### src/rtl/qdac_pkg.sv
package qdac_pkg;
    localparam int FRAME_W  = 16;
    localparam int N_CH     = 4;
    localparam int ADDR_MSB = 15;
    localparam int SD_BIT   = 13;
    localparam int RSV_BIT  = 12;
    localparam int CODE_MSB = 11;
    localparam int CODE_W   = CODE_MSB + 1;

    typedef enum logic [1:0] {
        ST_IDLE   = 2'd0,
        ST_SHIFT  = 2'd1,
        ST_COMMIT = 2'd2
    } ser_state_e;
endpackage

### src/rtl/qdac_sync.sv
module qdac_sync #(
    parameter int          W       = 4,
    parameter int          STAGES  = 2,
    parameter logic [W-1:0] RST_VAL = '0
) (
    input  logic         clk,
    input  logic         clr_n,
    input  logic [W-1:0] d_async,
    output logic [W-1:0] q_sync
);
    logic [STAGES-1:0][W-1:0] pipe_q;

    always_ff @(posedge clk or negedge clr_n) begin
        if (!clr_n) begin
            pipe_q <= {STAGES{RST_VAL}};
        end else begin
            pipe_q[0] <= d_async;
            for (int s = 1; s < STAGES; s++) begin
                pipe_q[s] <= pipe_q[s-1];
            end
        end
    end

    assign q_sync = pipe_q[STAGES-1];
endmodule

### src/rtl/qdac_serial_fsm.sv
module qdac_serial_fsm
    import qdac_pkg::*;
#(
    parameter int DATA_W = 12
) (
    input  logic              clk,
    input  logic              clr_n,
    input  logic              sclk_s,
    input  logic              cs_n_s,
    input  logic              sdi_s,
    output logic              wr_valid,
    output logic [1:0]        wr_addr,
    output logic              wr_sd,
    output logic [DATA_W-1:0] wr_code
);
    localparam int CNT_MAX = FRAME_W + 1;
    localparam int CNT_W   = $clog2(CNT_MAX + 1);

    ser_state_e         state_q, state_d;
    logic               sclk_prev_q;
    logic [FRAME_W-1:0] shift_q;
    logic [CNT_W-1:0]   cnt_q;
    logic               sclk_rise;
    logic               unused_bits;

    assign sclk_rise = sclk_s & ~sclk_prev_q;

    always_ff @(posedge clk or negedge clr_n) begin
        if (!clr_n) state_q <= ST_IDLE;
        else        state_q <= state_d;
    end

    always_comb begin
        state_d  = state_q;
        wr_valid = 1'b0;
        unique case (state_q)
            ST_IDLE: begin
                if (!cs_n_s) state_d = ST_SHIFT;
            end
            ST_SHIFT: begin
                if (cs_n_s) begin
                    state_d = (cnt_q == CNT_W'(FRAME_W)) ? ST_COMMIT : ST_IDLE;
                end
            end
            ST_COMMIT: begin
                wr_valid = 1'b1;
                state_d  = ST_IDLE;
            end
            default: state_d = ST_IDLE;
        endcase
    end

    always_ff @(posedge clk or negedge clr_n) begin
        if (!clr_n) begin
            sclk_prev_q <= 1'b0;
            shift_q     <= '0;
            cnt_q       <= '0;
        end else begin
            sclk_prev_q <= sclk_s;
            if (state_q == ST_IDLE) begin
                cnt_q <= '0;
            end else if (state_q == ST_SHIFT && sclk_rise && !cs_n_s) begin
                shift_q <= {shift_q[FRAME_W-2:0], sdi_s};
                if (cnt_q != CNT_W'(CNT_MAX)) cnt_q <= cnt_q + 1'b1;
            end
        end
    end

    assign wr_addr     = shift_q[ADDR_MSB -: 2];
    assign wr_sd       = shift_q[SD_BIT];
    assign wr_code     = shift_q[CODE_MSB -: DATA_W];
    assign unused_bits = ^shift_q[RSV_BIT:0];

    AST_COMMIT_LEN: assert property (@(posedge clk) disable iff (!clr_n)
        wr_valid |-> (cnt_q == CNT_W'(FRAME_W)));
    AST_WR_PULSE: assert property (@(posedge clk) disable iff (!clr_n)
        wr_valid |=> !wr_valid);
    AST_CNT_BOUND: assert property (@(posedge clk) disable iff (!clr_n)
        cnt_q <= CNT_W'(CNT_MAX));
endmodule

### src/rtl/qdac_channel.sv
module qdac_channel #(
    parameter int DATA_W = 12
) (
    input  logic              clk,
    input  logic              clr_n,
    input  logic              wr_en,
    input  logic              wr_sd,
    input  logic [DATA_W-1:0] wr_code,
    input  logic              ld_active,
    output logic [DATA_W-1:0] dac_code,
    output logic              shdn
);
    logic [DATA_W-1:0] in_q, dac_q;
    logic              sd_q;

    always_ff @(posedge clk or negedge clr_n) begin
        if (!clr_n) begin
            in_q <= '0;
            sd_q <= 1'b0;
        end else if (wr_en) begin
            in_q <= wr_code;
            sd_q <= wr_sd;
        end
    end

    always_ff @(posedge clk or negedge clr_n) begin
        if (!clr_n)         dac_q <= '0;
        else if (ld_active) dac_q <= in_q;
    end

    assign dac_code = dac_q;
    assign shdn     = sd_q;

    AST_DAC_HOLD: assert property (@(posedge clk) disable iff (!clr_n)
        !ld_active |=> $stable(dac_q));
    AST_DAC_FOLLOW: assert property (@(posedge clk) disable iff (!clr_n)
        ld_active |=> (dac_q == $past(in_q)));
    AST_IN_HOLD: assert property (@(posedge clk) disable iff (!clr_n)
        !wr_en |=> ($stable(in_q) && $stable(sd_q)));
endmodule

### src/rtl/qdac_loader.sv
module qdac_loader
    import qdac_pkg::*;
#(
    parameter int DATA_W      = 12,
    parameter int SYNC_STAGES = 2
) (
    input  logic                   clk,
    input  logic                   rst_n,
    input  logic                   por_n,
    input  logic                   sclk,
    input  logic                   cs_n,
    input  logic                   sdi,
    input  logic                   ldac_n,
    output logic [N_CH*DATA_W-1:0] dac_codes,
    output logic [N_CH-1:0]        shdn
);
    logic              clr_n;
    logic [3:0]        sync_q;
    logic              wr_valid, wr_sd;
    logic [1:0]        wr_addr;
    logic [DATA_W-1:0] wr_code;

    assign clr_n = rst_n & por_n;

    // bit order: [0] sclk, [1] cs_n, [2] sdi, [3] ldac_n
    qdac_sync #(.W(4), .STAGES(SYNC_STAGES), .RST_VAL(4'b1010)) u_sync (
        .clk     (clk),
        .clr_n   (clr_n),
        .d_async ({ldac_n, sdi, cs_n, sclk}),
        .q_sync  (sync_q)
    );

    qdac_serial_fsm #(.DATA_W(DATA_W)) u_fsm (
        .clk      (clk),
        .clr_n    (clr_n),
        .sclk_s   (sync_q[0]),
        .cs_n_s   (sync_q[1]),
        .sdi_s    (sync_q[2]),
        .wr_valid (wr_valid),
        .wr_addr  (wr_addr),
        .wr_sd    (wr_sd),
        .wr_code  (wr_code)
    );

    for (genvar ch = 0; ch < N_CH; ch++) begin : g_ch
        qdac_channel #(.DATA_W(DATA_W)) u_ch (
            .clk       (clk),
            .clr_n     (clr_n),
            .wr_en     (wr_valid && (wr_addr == 2'(ch))),
            .wr_sd     (wr_sd),
            .wr_code   (wr_code),
            .ld_active (~sync_q[3]),
            .dac_code  (dac_codes[ch*DATA_W +: DATA_W]),
            .shdn      (shdn[ch])
        );
    end

    AST_CLR_ZERO: assert property (@(posedge clk)
        !clr_n |-> (dac_codes == '0 && shdn == '0));
    AST_CLR_STAYS: assert property (@(posedge clk)
        (!rst_n || !por_n) |=> (!clr_n || (dac_codes == '0 && shdn == '0)));
endmodule

### config.mk
export PLATFORM = sky130hd
export DESIGN_NAME = qdac_loader
export DESIGN_NICKNAME = d
export VERILOG_FILES = /design/src/rtl/qdac_pkg.sv /design/src/rtl/qdac_sync.sv /design/src/rtl/qdac_serial_fsm.sv /design/src/rtl/qdac_channel.sv /design/src/rtl/qdac_loader.sv
export SDC_FILE = /design/constraint.sdc
export NUM_CORES = 1
export LEC_CHECK = 0
export BUFFER_PORTS_ARGS = -buffer_cell sky130_fd_sc_hd__buf_4
export CORE_MARGIN = 2
export CORE_UTILIZATION = 62
export DETAILED_ROUTE_END_ITERATION = 7
export PLACE_DENSITY = 0.8
export SKIP_CTS_REPAIR_TIMING = 1
export SLEW_MARGIN = 15
export SYNTH_ARGS = -nofsm -noshare
export SYNTH_HDL_FRONTEND = slang
export SYNTH_HIERARCHICAL = 1
export SYNTH_SLANG_ARGS = --single-unit
### constraint.sdc
create_clock -name clk -period 7.23 [get_ports clk]
set_input_delay 0.723 -clock clk [delete_from_list [all_inputs] [get_ports clk]]
set_output_delay 0.723 -clock clk [all_outputs]
set_load 0.01 [all_outputs]
==> results of run 1 <==
registers in the layout, summed over array words and instances (netlist names):
name                flops
u_sync/q_sync           4
u_sync/pipe_q           4
u_fsm/shift_q          16
u_fsm/state_q           2
u_fsm/sclk_prev_q       1
g_ch.u_ch/dac_code     48
u_fsm/cnt_q             5
g_ch.u_ch/shdn          4
g_ch.u_ch/in_q         48
metal layers:
metal	up-vias	wire [um]	global-route usage, %
met5	-	0	0
met4	0	135	8.78
met3	10	418	6.29
met2	67	4500	32.8
met1	1424	4130	29.0
li1	1213	-	-
where the power goes:
| group | switching [mW] | internal, mW |
|---|---|---|
| combinational | 0.0247 | 0.0192 |
| sequential | 0.0232 | 0.754 |
| clock | 0.299 | 0.504 |
Yosys cell counts:
cell type and n:
buf_4 18, o41ai_1 2, nor4bb_1 1, or4_1 2, o31ai_1 3, or3_1 1
nand2_1 3, dfrtp_1 128, nor3b_2 1, buf_6 10, nand4bb_1 1, mux2_4 40
and3_2 1, nor4_1 1, o311ai_0 3, and3b_1 2, buf_2 1, nor2b_1 1
inv_1 5, nand4bb_4 1, or2_2 1, a21oi_1 2, nand2b_1 2, ha_1 3
nor2_4 1, and2_1 1, mux2_2 76, dfstp_2 4, nor2_1 2
per-stage QoR:
| stage | util, % | setup WS, ps | hold slack (ps) |
|---|---|---|---|
| 2_1_floorplan | - | 2310 | 331 |
| 3_5_place_dp | 68.5 | 4800 | 336 |
| 5_1_grt | 75.3 | 5080 | 285 |
| 3_3_place_gp | 68.5 | 4840 | 338 |
| 6_report | 75.3 | 5200 | 312 |
| 4_1_cts | 75.3 | 5200 | 297 |
final cells by class:
type                    count  area (um^2)
flip-flops and latches    132         3310
inverters                   5         18.8
multi-input cells         151         1750
repair buffers             60          454
well taps                 105          131
clock buffers              21          449
fillers                   487         2040
clock inverters            11          110
final timing paths:
| path | endpoint | cells past startpoint |
|---|---|---|
| hold / removal | u_sync/pipe_q[0]$_DFF_PN0_ | 1 |
| setup reg to reg | g_ch[1].u_ch/in_q[9]$_DFFE_PN0P_ | 3 |
| max in group asynchronous | g_ch[0].u_ch/in_q[0]$_DFFE_PN0P_ | 3 |
| hold reg to reg | u_sync/q_sync[2]$_DFF_PN0_ | 0 |
| setup / recovery | g_ch[1].u_ch/in_q[9]$_DFFE_PN0P_ | 3 |
| min in group asynchronous | g_ch[1].u_ch/dac_code[5]$_DFFE_PN0P_ | 2 |
cells by family (layout without fill, tap and decap cells):
group	after synthesis	in the layout	share of synthesized area [%]
DFF	132	132	62.1
muxes	116	116	27.3
buffers and inverters	34	97	5.10
and+or+nand+nor	22	22	3.29
AOI/OAI and AO/OA	10	10	1.43
adders and majority gates	3	3	0.705
==> reports/results.ini, run 1 <==
[finish]
nets=377
stdcell_count=485
drive_gt1_share_pct=57.1
diodes=0
final_common_cell=dfrtp_1
area_growth_syn_to_layout_pct=16.8
stdcell_area_um2=6220
final_cell_mix=128 x dfrtp_1, 76 x mux2_2, 59 x buf_4

[min_path]
min_path_type=in2reg
hold_start=sclk

[sta]
finalSetupTns_ps=0
slew_viol_final=0
rsz0062_at_grt=false
hold_viol=0
fin_crit_sh_pct=28.1
setup_viol=0
layout_min_cycle_time_ps=2030
worst_pin_slew_ps=1020
clock_skew_ps=6.52
slew_headroom_pct=31.7
fmax_mhz=492

[synth]
synth-seq-area-share_pct=62.1
synth_cell_types=29
syn_area_per_cell_um2=16.8
synthTopCellsByArea=dfrtp_1 60%, mux2_2 16%, mux2_4 11%, buf_4 2.5%, buf_6 2.1%
synth_warnings=6
syn_area_um2=5330
synth_largest_area_cell=dfrtp_1
syn_inst=317
ys_seq_elements=132
synth_top_area_share_pct=60.2
syn_nets=327

[detailed_routing]
vias=2714
wirelength_mm=9.18
drc=0
wl_per_cell_um=18.9
viasPerCell=5.60
drt-pass1-iter-count=4
route.antenna.remaining_nets=0
drt_iter0_drc=101

[critical_path]
slowest_delay_ps=810
crit_chain=nor2b_1, and3b_1, mux2_2
critPathBufInv=0
startpoint_type=flop
worstSetupEndpointType=flop
arrival_ps=2430
crit_start=u_fsm/state_q[1]$_DFFE_PN0P_
crit_type=reg2reg
worstPathRequired_ps=7620
cp_top_family=simple AND/OR/NAND/NOR gates
rrSetupSlack_ps=5200
cp_slowest_cell=and3b_1
critPathMaxFanout=13
r2r_start=u_fsm/state_q[1]$_DFFE_PN0P_

[pwr]
ir_drop_mv=0.234
power_density_nw_per_um2=261
p_leak_nw=3.16
power_mw=1.62

[grt]
overflow=0
grt_pass1_vias=2900
grt_pass1_wl_mm=15.5
antenna_found_initial=0
grt_max_degree=87
grt_use_total_pct=21.4

[placement]
gp_congestion=0.761
dp.cells=453
dp_hpwl_mm=5.46
io_buffer_count=58
place_area_um2=5660

[outcome]
status=finished clean

[floorplan]
core_um2=8260
die_x_um=96.7
rows=33
initial_core_util_pct=64.5
die_area_um2=9350
die_h_um=96.7
ios=59

[clocking]
htreeDepth=4
clock-root-buffer=clkbuf_8
cts_tree=yes
clk_pin_slew_ps=60
cts_sinks=132
numCtsBuffers=17
clkLatencyLatePin_ps=520
cts_buffer_depth=2

[run]
max_cap_viol_count=0

Power figures use the tool's default switching activity.
==> inputs of run 2 (changes only) <==
--- a/config.mk
+++ b/config.mk
@@ -7,9 +7,9 @@
 export LEC_CHECK = 0
 export BUFFER_PORTS_ARGS = -buffer_cell sky130_fd_sc_hd__buf_4
 export CORE_MARGIN = 2
-export CORE_UTILIZATION = 62
+export CORE_UTILIZATION = 58
 export DETAILED_ROUTE_END_ITERATION = 7
-export PLACE_DENSITY = 0.8
+export PLACE_DENSITY = 0.75
 export SKIP_CTS_REPAIR_TIMING = 1
 export SLEW_MARGIN = 15
 export SYNTH_ARGS = -nofsm -noshare
==> constraint.sdc (replaced) <==
create_clock -name clk -period 2.1 [get_ports clk]
set_input_delay 0.21 -clock clk [delete_from_list [all_inputs] [get_ports clk]]
set_output_delay 0.21 -clock clk [all_outputs]
set_load 0.01 [all_outputs]
==> reports/results.ini, run 2 (synthesized netlist as in run 1, its figures left out) <==
[outcome]
status=finished clean  ; unchanged

[critical_path]
worstSetupEndpointType=flop  ; unchanged
worstPathRequired_ps=2490  ; was 7620 ps
startpoint_type=flop  ; unchanged
crit_type=reg2reg  ; unchanged
arrival_ps=2200  ; was 2430 ps
slowest_delay_ps=480  ; was 810 ps
cp_slowest_cell=nor2_4  ; was and3b_1
critPathMaxFanout=16  ; was 13
crit_chain=nand4bb_1, nor2_4, mux2_2  ; was nor2b_1, and3b_1, mux2_2

[detailed_routing]
drt-pass1-iter-count=4  ; unchanged
wl_met3_um=331  ; was 418 um
route.antenna.remaining_nets=0  ; unchanged
drt_iter0_drc=130  ; was 101
top_layer=met4  ; unchanged
dr_wl_met2_mm=4.57  ; was 4.50 mm
wl_per_cell_um=18.7  ; was 18.9 um
viasPerCell=5.45  ; was 5.60
vias=2730  ; was 2714
wirelength_mm=9.37  ; was 9.18 mm
wirelength_met1_mm=4.40  ; was 4.13 mm
drc=0  ; unchanged

[sta]
setup_viol=0  ; unchanged
hold_ws_ps=340  ; was 312 ps
clock_skew_ps=6.40  ; was 6.52 ps
final.setup.worst_slack_ps=291  ; was 5200 ps
rsz0062_at_grt=false  ; unchanged
layout_min_cycle_time_ps=1810  ; was 2030 ps
finalSetupTns_ps=0  ; unchanged
hold_viol=0  ; unchanged
worst_pin_slew_ps=1050  ; was 1020 ps
slew_headroom_pct=29.8  ; was 31.7%
slew_viol_final=0  ; unchanged
fmax_mhz=553  ; was 492 MHz
fin_crit_sh_pct=86.1  ; was 28.1%

[pwr]
power_density_nw_per_um2=904  ; was 261 nW/um^2
ir_drop_mv=0.618  ; was 0.234 mV
seqPwrFrac_pct=46.1  ; was 47.9%
clkPwrFrac_pct=50.9  ; was 49.4%
switching_share_pct=21.6  ; was 21.4%
p_int_mw=4.54  ; was 1.28 mW
p_sw_mw=1.25  ; was 0.347 mW
p_leak_nw=3.25  ; was 3.16 nW
pwr-share-comb_pct=3.0  ; was 2.7%

[grt]
antenna_found_initial=0  ; unchanged
grt_pass1_vias=2862  ; was 2900
overflow=0  ; unchanged
grt_max_degree=67  ; was 87
grt_pass1_wl_mm=15.4  ; was 15.5 mm
grt_use_total_pct=20.6  ; was 21.4%

[min_path]
min_path_type=in2reg  ; unchanged

[finish]
stdcell_area_um2=6410  ; was 6220 um^2
final_cell_mix=128 x dfrtp_1, 76 x mux2_2, 64 x buf_4  ; was 128 x dfrtp_1, 76 x mux2_2, 59 x buf_4
area_growth_syn_to_layout_pct=20.5  ; was 16.8%
drive_gt1_share_pct=57.5  ; was 57.1%
post-route-util_pct=72.8  ; was 75.3%
nets=390  ; was 377
final_common_cell=dfrtp_1  ; unchanged
diodes=0  ; unchanged

[floorplan]
ios=59  ; unchanged
rows=34  ; was 33
die_area_um2=9960  ; was 9350 um^2
die_x_um=99.8  ; was 96.7 um
die_h_um=99.8  ; was 96.7 um
initial_core_util_pct=60.5  ; was 64.5%
core_um2=8810  ; was 8260 um^2

[clocking]
htreeDepth=4  ; unchanged
clock-root-buffer=clkbuf_8  ; unchanged
numCtsBuffers=17  ; unchanged
cts_sinks=132  ; unchanged
clkLatencyLatePin_ps=510  ; was 520 ps
cts_tree=yes  ; unchanged
clk_pin_slew_ps=60  ; about the same
cts_buffer_depth=2  ; unchanged

[placement]
io_buffer_count=58  ; unchanged
dpl_worst_slack_ps=288  ; was 4800 ps
place_area_um2=5740  ; was 5660 um^2
gp_congestion=0.769  ; was 0.761
dp_hpwl_mm=5.53  ; was 5.46 mm

[run]
max_cap_viol_count=0  ; unchanged

[run 2: cell count changes in the layout (fill, tap and decap cells not counted), sizes merged]
cell         previous run  this run
clkbuf                 21        19
buf                    60        67
bufinv                  2         3
inv                     5         6
dlygate4sd3             0         6
[run 2: critical path: cells and delay by family (launching register included)]
kind	cells	cell delay (ps)
flip-flops	1	420
multiplexers	1	400
AND/OR/NAND/NOR	2	860
[run 2: final cells by class]
cell class	count	area [um^2]
clock inverter	13	156
fill	558	2390
inverter	5	18.8
multi-input combinational	151	1750
sequential	132	3310
timing repair buffer	73	601
clock buffer	19	442
tap	108	135
[run 2: path summary, 6_finish.rpt]
check | from | endpoint | slack [ps] | cells after the start
worst max register to register | u_fsm/state_q[1]$_DFFE_PN0P_ | u_fsm/shift_q[6]$_DFFE_PN0P_ | 290 | 3
max in group asynchronous | rst_n | u_fsm/state_q[0]$_DFFE_PN0P_ | 1300 | 4
worst min register to register | u_sync/pipe_q[3]$_DFF_PN1_ | u_sync/q_sync[3]$_DFF_PN1_ | 350 | 0
worst max-delay path | u_fsm/state_q[1]$_DFFE_PN0P_ | u_fsm/shift_q[6]$_DFFE_PN0P_ | 290 | 3
min in group asynchronous | por_n | u_sync/q_sync[3]$_DFF_PN1_ | 420 | 3
worst min-delay path | sdi | u_sync/pipe_q[2]$_DFF_PN0_ | 340 | 2
[run 2: stage by stage]
stage / total power, mW / instances
floorplan: 2.87 / 317
global placement: 2.87 / 462
detailed placement: 2.88 / 462
CTS: 5.83 / 494
global route: 5.99 / 501
finish: 5.80 / 501
[run 2: power by group through the flow]
stage,registers [mW],clock network [mW],logic (mW)
CTS,2.67,3.00,0.165
floorplan,2.66,0,0.211
global placement,2.71,0,0.158
global route,2.68,3.12,0.196
finish,2.67,2.95,0.174
detailed placement,2.71,0,0.164
[run 2: routing by layer]
metal / global-route usage, % / vias to the layer above
met5: 0 / -
met3: 6.20 / 5
met1: 28.7 / 1414
li1: - / 1242
met4: 7.38 / 0
met2: 31.4 / 69
==> inputs of run 3 (changes only) <==
--- a/config.mk
+++ b/config.mk
@@ -6,7 +6,6 @@
 export NUM_CORES = 1
 export LEC_CHECK = 0
 export BUFFER_PORTS_ARGS = -buffer_cell sky130_fd_sc_hd__buf_4
-export CORE_MARGIN = 2
 export CORE_UTILIZATION = 58
 export DETAILED_ROUTE_END_ITERATION = 7
 export PLACE_DENSITY = 0.75
==> reports/results.ini, run 3 (synthesized netlist as in run 1, its figures left out) <==
[critical_path]
worstSetupEndpointType=flop  ; unchanged
cp_slowest_cell=nor2_4  ; unchanged
critPathMaxFanout=16  ; unchanged
slowest_delay_ps=470  ; was 480 ps
startpoint_type=flop  ; unchanged
crit_chain=nand4bb_1, nor2_4, mux2_2  ; unchanged
critPathBufInv=0  ; unchanged
crit_type=reg2reg  ; unchanged
arrival_ps=2190  ; was 2200 ps
worstPathRequired_ps=2490  ; about the same
cp_top_family=simple AND/OR/NAND/NOR gates  ; unchanged

[placement]
dp_hpwl_mm=5.62  ; was 5.53 mm
io_buffer_count=58  ; unchanged
place_area_um2=5760  ; was 5740 um^2
dpl_worst_slack_ps=308  ; was 288 ps
gp_congestion=0.755  ; was 0.769

[outcome]
status=complete, but fails checks  ; was finished clean
violations=DRC

[sta]
fin_crit_sh_pct=85.7  ; was 86.1%
final.setup.worst_slack_ps=300  ; was 291 ps
clock_skew_ps=5.63  ; was 6.40 ps
finalSetupTns_ps=0  ; unchanged
layout_min_cycle_time_ps=1800  ; was 1810 ps
rsz0062_at_grt=false  ; unchanged
hold_viol=0  ; unchanged
setup_viol=0  ; unchanged
slew_viol_final=0  ; unchanged
fmax_mhz=556  ; was 553 MHz
worst_pin_slew_ps=696  ; was 1050 ps
slew_headroom_pct=53.0  ; was 29.8%

[detailed_routing]
drt-pass1-iter-count=6  ; was 4
drt_iter0_drc=95  ; was 130
wl_per_cell_um=17.9  ; was 18.7 um
viasPerCell=5.43  ; was 5.45
drc=9  ; was 0
wirelength_mm=8.96  ; was 9.37 mm
route.antenna.remaining_nets=0  ; unchanged
vias=2713  ; was 2730

[clocking]
htreeDepth=4  ; unchanged
clock-root-buffer=clkbuf_8  ; unchanged
clkLatencyLatePin_ps=510  ; about the same
numCtsBuffers=17  ; unchanged
cts_sinks=132  ; unchanged
clk_pin_slew_ps=60  ; about the same
cts_buffer_depth=2  ; unchanged
cts_tree=yes  ; unchanged

[floorplan]
ios=59  ; unchanged
core_um2=8810  ; unchanged
die_area_um2=9570  ; was 9960 um^2
die_x_um=97.8  ; was 99.8 um
rows=34  ; unchanged
initial_core_util_pct=60.5  ; unchanged
die_h_um=97.8  ; was 99.8 um

[grt]
grt_max_degree=90  ; was 67
antenna_found_initial=0  ; unchanged
grt_pass1_vias=2901  ; was 2862
overflow=0  ; unchanged
grt_use_total_pct=21.1  ; was 20.6%
grt_pass1_wl_mm=15.1  ; was 15.4 mm

[pwr]
ir_drop_mv=0.581  ; was 0.618 mV
power_density_nw_per_um2=878  ; was 904 nW/um^2
pwr-share-comb_pct=3.1  ; was 3.0%
seqPwrFrac_pct=47.7  ; was 46.1%
p_int_mw=4.47  ; was 4.54 mW
clkPwrFrac_pct=49.2  ; was 50.9%
p_sw_mw=1.13  ; was 1.25 mW
p_leak_nw=3.24  ; was 3.25 nW
power_mw=5.60  ; was 5.80 mW
switching_share_pct=20.2  ; was 21.6%

[finish]
final_common_cell=dfrtp_1  ; unchanged
nets=392  ; was 390
final_cell_mix=128 x dfrtp_1, 76 x mux2_2, 67 x buf_4  ; was 128 x dfrtp_1, 76 x mux2_2, 64 x buf_4
area_growth_syn_to_layout_pct=19.7  ; was 20.5%
stdcell_area_um2=6370  ; was 6410 um^2
drive_gt1_share_pct=56.6  ; was 57.5%
diodes=0  ; unchanged
post-route-util_pct=72.4  ; was 72.8%
n_fill_cell=564  ; was 558

[min_path]
min_path_type=in2async  ; was in2reg

[run]
max_cap_viol_count=0  ; unchanged

[run 3: changes by cell type in the layout (fill, tap and decap cells not counted), sizes merged]
cell,change
clkbuf,+5
bufinv,-1
clkinv,-4
inv,-1
clkinvlp,-2
buf,+2
[run 3: power by group through the flow]
| stage | sequential (mW) | clock [mW] | combinational (mW) |
|---|---|---|---|
| after detailed placement | 2.71 | 0 | 0.166 |
| after CTS | 2.67 | 2.82 | 0.167 |
| after global routing | 2.68 | 2.94 | 0.190 |
| after global placement | 2.71 | 0 | 0.161 |
| after floorplan | 2.66 | 0 | 0.211 |
| final | 2.67 | 2.76 | 0.171 |
[run 3: worst reg2reg max path, delay by kind of cell (launching register included)]
kind             cells  cell delay (ps)
flip-flops           1              420
multiplexers         1              410
AND/OR/NAND/NOR      2              850
[run 3: per-stage QoR]
step / hold slack [ps] / instances
after floorplan: 214 / 317
after global placement: 127 / 465
after detailed placement: 133 / 465
after CTS: -421 / 494
after global routing: 191 / 500
final: 194 / 500
[run 3: final timing paths]
kind	to	slack, ps	cells after the start	startpoint
hold reg to reg	u_sync/q_sync[2]$_DFF_PN0_	350	0	u_sync/pipe_q[2]$_DFF_PN0_
min in group clk	u_sync/q_sync[2]$_DFF_PN0_	350	0	u_sync/pipe_q[2]$_DFF_PN0_
setup reg to reg	u_fsm/shift_q[10]$_DFFE_PN0P_	300	3	u_fsm/state_q[1]$_DFFE_PN0P_
hold / removal	g_ch[0].u_ch/dac_code[0]$_DFFE_PN0P_	190	3	rst_n
setup / recovery	u_fsm/shift_q[10]$_DFFE_PN0P_	300	3	u_fsm/state_q[1]$_DFFE_PN0P_
max in group asynchronous	g_ch[1].u_ch/in_q[6]$_DFFE_PN0P_	580	5	por_n
[run 3: area by class of cell]
cell class	instances	area, um^2	share of cell area [%]
sequential	132	3310	51.9
multi-input combinational	151	1750	27.5
timing repair buffer	75	603	9.46
clock buffer	24	480	7.54
tap	108	135	2.12
clock inverter	5	75.1	1.18
inverter	5	18.8	0.294
[run 3: routing by layer]
metal / vias to the layer above / part of all wire, % / GRT usage (%)
li1: 1244 / - / -
met5: - / 0 / 0
met4: 0 / 1.6 / 9.44
met2: 59 / 49 / 32.9
met3: 14 / 3.7 / 5.44
met1: 1396 / 46 / 28.2
